$ cat config.mk
export PLATFORM = sky130hd
export DESIGN_NAME = ide_select_decoder
export DESIGN_NICKNAME = d
export VERILOG_FILES = /design/src/rtl/ide_dec_pkg.sv /design/src/rtl/ide_window_match.sv /design/src/rtl/ide_strap_fsm.sv /design/src/rtl/ide_select_logic.sv /design/src/rtl/ide_select_decoder.sv
export SDC_FILE = /design/constraint.sdc
export NUM_CORES = 1
export LEC_CHECK = 0
export BUFFER_PORTS_ARGS = -buffer_cell sky130_fd_sc_hd__buf_2
export CORE_AREA = 2 2 39 41
export DETAILED_ROUTE_END_ITERATION = 12
export DIE_AREA = 0 0 41 43
export GPL_TIMING_DRIVEN = 0
export PLACE_DENSITY = 0.61
export SKIP_CTS_REPAIR_TIMING = 1
export SLEW_MARGIN = 5
export SYNTH_ARGS = -nofsm -noshare
export SYNTH_HDL_FRONTEND = slang
export SYNTH_SLANG_ARGS = --single-unit
$ cat constraint.sdc
create_clock -name clk -period 1.3 [get_ports clk]
set_input_delay 0 -clock clk [delete_from_list [all_inputs] [get_ports clk]]
set_output_delay 0 -clock clk [all_outputs]
set_load 0.03 [all_outputs]
$ cat src/rtl/ide_dec_pkg.sv
package ide_dec_pkg;

    // Mode of the decoder as settled from the straps
    typedef enum logic [1:0] {
        ST_SAMPLE    = 2'd0,
        ST_PRIMARY   = 2'd1,
        ST_SECONDARY = 2'd2,
        ST_OFF       = 2'd3
    } ide_mode_e;

    // Active-low output bundle
    typedef struct packed {
        logic cs0_n;
        logic cs1_n;
        logic dben_lo_n;
        logic dben_hi_n;
    } ide_sel_t;

    localparam ide_sel_t SEL_IDLE = '{cs0_n: 1'b1, cs1_n: 1'b1, dben_lo_n: 1'b1, dben_hi_n: 1'b1};

endpackage

$ cat src/rtl/ide_window_match.sv
module ide_window_match #(
    parameter int              ADDR_W    = 10,
    parameter logic [ADDR_W-1:0] BASE    = '0,
    parameter int              SPAN_LOG2 = 3
) (
    input  logic [ADDR_W-1:0] addr,
    output logic              hit
);
    localparam int TAG_LO = SPAN_LOG2;

    // An aligned window of 2**SPAN_LOG2 addresses: compare the upper tag only
    assign hit = (addr[ADDR_W-1:TAG_LO] == BASE[ADDR_W-1:TAG_LO]);
endmodule

$ cat src/rtl/ide_strap_fsm.sv
module ide_strap_fsm
    import ide_dec_pkg::*;
(
    input  logic      clk,
    input  logic      rst,
    input  logic      strap_win_pri,
    input  logic      strap_ide_off,
    output ide_mode_e mode
);
    logic      win_pri_q;
    logic      ide_off_q;
    ide_mode_e state_q;
    ide_mode_e state_d;

    // Strap capture: follows the pins only while reset is held
    always_ff @(posedge clk) begin
        if (rst) begin
            win_pri_q <= strap_win_pri;
            ide_off_q <= strap_ide_off;
        end
    end

    // State register
    always_ff @(posedge clk) begin
        if (rst) begin
            state_q <= ST_SAMPLE;
        end else begin
            state_q <= state_d;
        end
    end

    // Next-state logic
    always_comb begin
        state_d = state_q;
        unique case (state_q)
            ST_SAMPLE: begin
                if (ide_off_q) begin
                    state_d = ST_OFF;
                end else if (win_pri_q) begin
                    state_d = ST_PRIMARY;
                end else begin
                    state_d = ST_SECONDARY;
                end
            end
            ST_PRIMARY:   state_d = ST_PRIMARY;
            ST_SECONDARY: state_d = ST_SECONDARY;
            ST_OFF:       state_d = ST_OFF;
            default:      state_d = ST_SAMPLE;
        endcase
    end

    assign mode = state_q;
endmodule

$ cat src/rtl/ide_select_logic.sv
module ide_select_logic
    import ide_dec_pkg::*;
(
    input  ide_mode_e mode,
    input  logic      rst,
    input  logic      aen,
    input  logic      ior_n,
    input  logic      iow_n,
    input  logic      io16_n,
    input  logic      task_hit_pri,
    input  logic      task_hit_sec,
    input  logic      ctl_hit_pri,
    input  logic      ctl_hit_sec,
    output ide_sel_t  sel
);
    logic strobe;
    logic task_hit;
    logic ctl_hit;
    logic live;

    assign strobe = ~ior_n | ~iow_n;

    // Output process: window choice and gating per mode
    always_comb begin
        live     = 1'b0;
        task_hit = 1'b0;
        ctl_hit  = 1'b0;
        unique case (mode)
            ST_PRIMARY: begin
                live     = 1'b1;
                task_hit = task_hit_pri;
                ctl_hit  = ctl_hit_pri;
            end
            ST_SECONDARY: begin
                live     = 1'b1;
                task_hit = task_hit_sec;
                ctl_hit  = ctl_hit_sec;
            end
            ST_SAMPLE, ST_OFF: begin
                live = 1'b0;
            end
            default: live = 1'b0;
        endcase

        sel = SEL_IDLE;
        if (live && !rst && !aen) begin
            sel.cs0_n     = ~task_hit;
            sel.cs1_n     = ~ctl_hit;
            sel.dben_lo_n = ~(strobe & (task_hit | ctl_hit));
            sel.dben_hi_n = ~(strobe & task_hit & ~io16_n);
        end
    end
endmodule

$ cat src/rtl/ide_select_decoder.sv
module ide_select_decoder
    import ide_dec_pkg::*;
#(
    parameter int ADDR_W         = 10,
    parameter int PRI_TASK_BASE  = 'h1F0,
    parameter int SEC_TASK_BASE  = 'h170,
    parameter int PRI_CTL_BASE   = 'h3F6,
    parameter int SEC_CTL_BASE   = 'h376,
    parameter int TASK_SPAN_LOG2 = 3,
    parameter int CTL_SPAN_LOG2  = 1
) (
    input  logic              clk,
    input  logic              rst,
    input  logic              strap_win_pri,
    input  logic              strap_ide_off,
    input  logic [ADDR_W-1:0] addr,
    input  logic              aen,
    input  logic              ior_n,
    input  logic              iow_n,
    input  logic              io16_n,
    output logic              cs0_n,
    output logic              cs1_n,
    output logic              dben_lo_n,
    output logic              dben_hi_n
);
    localparam int NUM_WIN = 2;

    ide_mode_e          cur_mode;
    ide_sel_t           sel;
    logic [NUM_WIN-1:0] task_hit;
    logic [NUM_WIN-1:0] ctl_hit;

    ide_strap_fsm u_fsm (
        .clk           (clk),
        .rst           (rst),
        .strap_win_pri (strap_win_pri),
        .strap_ide_off (strap_ide_off),
        .mode          (cur_mode)
    );

    // Index 0 is the primary window, index 1 the secondary
    for (genvar g = 0; g < NUM_WIN; g++) begin : g_win
        localparam logic [ADDR_W-1:0] TBASE = ADDR_W'((g == 0) ? PRI_TASK_BASE : SEC_TASK_BASE);
        localparam logic [ADDR_W-1:0] CBASE = ADDR_W'((g == 0) ? PRI_CTL_BASE  : SEC_CTL_BASE);

        ide_window_match #(
            .ADDR_W    (ADDR_W),
            .BASE      (TBASE),
            .SPAN_LOG2 (TASK_SPAN_LOG2)
        ) u_task (
            .addr (addr),
            .hit  (task_hit[g])
        );

        ide_window_match #(
            .ADDR_W    (ADDR_W),
            .BASE      (CBASE),
            .SPAN_LOG2 (CTL_SPAN_LOG2)
        ) u_ctl (
            .addr (addr),
            .hit  (ctl_hit[g])
        );
    end

    ide_select_logic u_sel (
        .mode         (cur_mode),
        .rst          (rst),
        .aen          (aen),
        .ior_n        (ior_n),
        .iow_n        (iow_n),
        .io16_n       (io16_n),
        .task_hit_pri (task_hit[0]),
        .task_hit_sec (task_hit[1]),
        .ctl_hit_pri  (ctl_hit[0]),
        .ctl_hit_sec  (ctl_hit[1]),
        .sel          (sel)
    );

    assign cs0_n     = sel.cs0_n;
    assign cs1_n     = sel.cs1_n;
    assign dben_lo_n = sel.dben_lo_n;
    assign dben_hi_n = sel.dben_hi_n;
endmodule

==> flow_summary.ini <==
[placement]
gp_congestion = 0.6636
port_buffers = 20
dp_hpwl_um = 519.7
dp_slack_ns = -0.05743
placed_cell_area_um2 = 416.7

[synthesis]
synth_top_flop_cell = edfxtp_1
syn_inst = 28
yosysMostFrequentCell = ha_1
synthTopCellsByArea = edfxtp_1 (20%), ha_1 (17%), dfxtp_1 (14%)
synth_edf_count = 2
synth_area_um2 = 296.5
synth_top_area_frac = 0.2025
syn_nets = 50
ys_top_cells_by_count = ha_1 (4), inv_1 (3), nand3_1 (3)
synth.distinct_cells = 17
synth_area_per_cell_um2 = 10.59
ys_warn_count = 0
ys_seq_area_frac = 0.3376
yosys_register_bits = 4
yosysTopAreaCell = edfxtp_1
async_reset_ff_frac = 0

[layout]
nets = 80
final_area_um2 = 564.3
antenna_cells = 0
post-route-util = 0.4078
layout-area-overhead-vs-synth_pct = 90.30
drive_above_1_share = 0.6842
fillerInstances = 129

[global_routing]
antenna_found_initial = 0
grt_pass1_vias = 298
grt_pass1_wl_mm = 1.048
grt_usage = 0.08862
overflow = 0
grt_max_degree = 6

[floorplanning]
num_rows = 14
boundaryPins = 22
design.core.area_um2 = 1384
dieHeight_um = 43
die_w_um = 41
die_area_um2 = 1763
initial_core_util = 0.2143

[routing]
firstDrtPassIters = 2
totalWireLength_um = 722
num_vias = 316
drc = 0
final_antenna_net_count = 0
drt_iter0_drc = 1
vias_per_cell = 4.329
routedWlPerCell_um = 9.890

[setup_path]
worstPathCellList = inv_2, ha_4, and4_4, nor2b_4, nand3b_1, buf_6
crit_family = simple AND/OR/NAND/NOR gates
critical_path_class = reg -> out
arrival_ns = 1.51
critPathCaptureType = output pin
crit_buf_inv = 2
critPathMaxStageDelay_ns = 0.34
crit_path_start_kind = register
worstPathRequired_ns = 1.30
slowest_stage = dfxtp_2
crit_fanout = 3

[timing]
rsz0062_at_grt = yes
skew_ns = 0.0007799
finalCritPeriodShare = 1.161
fmax_mhz = 662.4
fin_crit_ns = 1.510
fin_hold_ws_ns = 0.03198
hold_viol = 0
fin_tns_setup_ns = -0.7387
max_slew_margin = 0.7692
worst_slack_ns = -0.2096
slew_violations = 0
worst_pin_slew_ns = 0.3447
setup_viol = 4

[min_path]
hp-class = in -> reg

[clock_network]
worstSkewPairLatency_ns = 0.24
cts_tree = yes
htree_levels = 1
cts.sinks = 4
cts_buffer_depth = 2
numCtsBuffers = 3
cts.clk_slew.worst_paths_ns = 0.04
cts-root-buf = clkbuf_4

[pwr]
vdd_drop_max_mv = 0.5909
leakagePower_nw = 0.2452
powerDensity_nw_per_um2 = 1117

[flow_run]
drv_cap = 0

[run_status]
status = finished with violations
violations = negative setup slack
layout make-up:
type / count / area (um^2) / area share
Sequential cell: 4 / 102.6 / 0.1818
Multi-Input combinational cell: 21 / 236.5 / 0.4191
Clock buffer: 4 / 26.28 / 0.04656
Timing Repair Buffer: 25 / 167.7 / 0.2971
Inverter: 3 / 11.26 / 0.01996
Tap cell: 16 / 20.02 / 0.03548
final timing paths:
check                                     start  slack, ns            end  cells past startpoint
worst min-delay path                        rst       0.03  u_fsm.mode[0]                      2
worst max-delay path              u_fsm.mode[1]      -0.21          cs0_n                      6
worst max register to register    u_fsm.mode[0]       0.26  u_fsm.mode[0]                      4
worst min register to register  u_fsm.win_pri_q       0.47  u_fsm.mode[1]                      1
cells by family (layout without fill, tap and decap cells):
| kind of cell | count (synthesis) | after routing | synth area share |
|---|---|---|---|
| xor gates and xnor gates | 1 | 1 | 0.02954 |
| adders and majority gates | 4 | 4 | 0.1688 |
| buffers and inverters | 3 | 32 | 0.03797 |
| and+or+nand+nor | 12 | 12 | 0.2953 |
| DFF | 4 | 4 | 0.3376 |
| AOI/OAI and AO/OA | 4 | 4 | 0.1308 |
placed cells by master, fill, tap and decap left out:
master	n
nand3_1	1
buf_2	16
edfxtp_1	2
dlygate4sd3_1	2
nor3_1	2
inv_1	1
a311oi_1	1
clkbuf_4	3
nand3_2	2
ha_4	1
clkbuf_1	1
and3_1	1
nand2_1	1
ha_1	2
buf_6	4
inv_2	2
buf_4	3
ha_2	1
nor2_1	1
dfxtp_2	2
a211oi_1	2
a221oi_2	1
nor4b_4	1
xnor2_4	1
nor2b_4	1
and4_4	1
nand3b_1	1
sequential cells by signal, indices dropped and copies added, names as in the netlist:
signal and flops:
u_fsm.ide_off_q 1, u_fsm.win_pri_q 1, u_fsm.mode 2
per-layer routing:
| layer | vias up | wire, um | GRT usage | part of all wire |
|---|---|---|---|---|
| li1 | 163 | - | - | - |
| met1 | 139 | 254 | 0.07792 | 0.35 |
| met2 | 14 | 409 | 0.1531 | 0.57 |
| met3 | 0 | 57 | 0.04712 | 0.079 |
| met4 | 0 | 0 | 0.04000 | 0 |
| met5 | - | 0 | 0 | 0 |
power by group:
| part | internal [mW] | switching [mW] |
|---|---|---|
| clock network | 0.116 | 0.0563 |
| registers | 0.162 | 0.0169 |
| logic | 0.158 | 0.122 |
| total | 0.436 | 0.195 |
per-stage QoR:
stage	power, mW	std cells
global placement	0.3346	64
global route	0.6870	73
detailed placement	0.3397	64
finish	0.6305	73
floorplan	0.2821	28
CTS	0.5175	68
(Power assumes the default switching activity.)
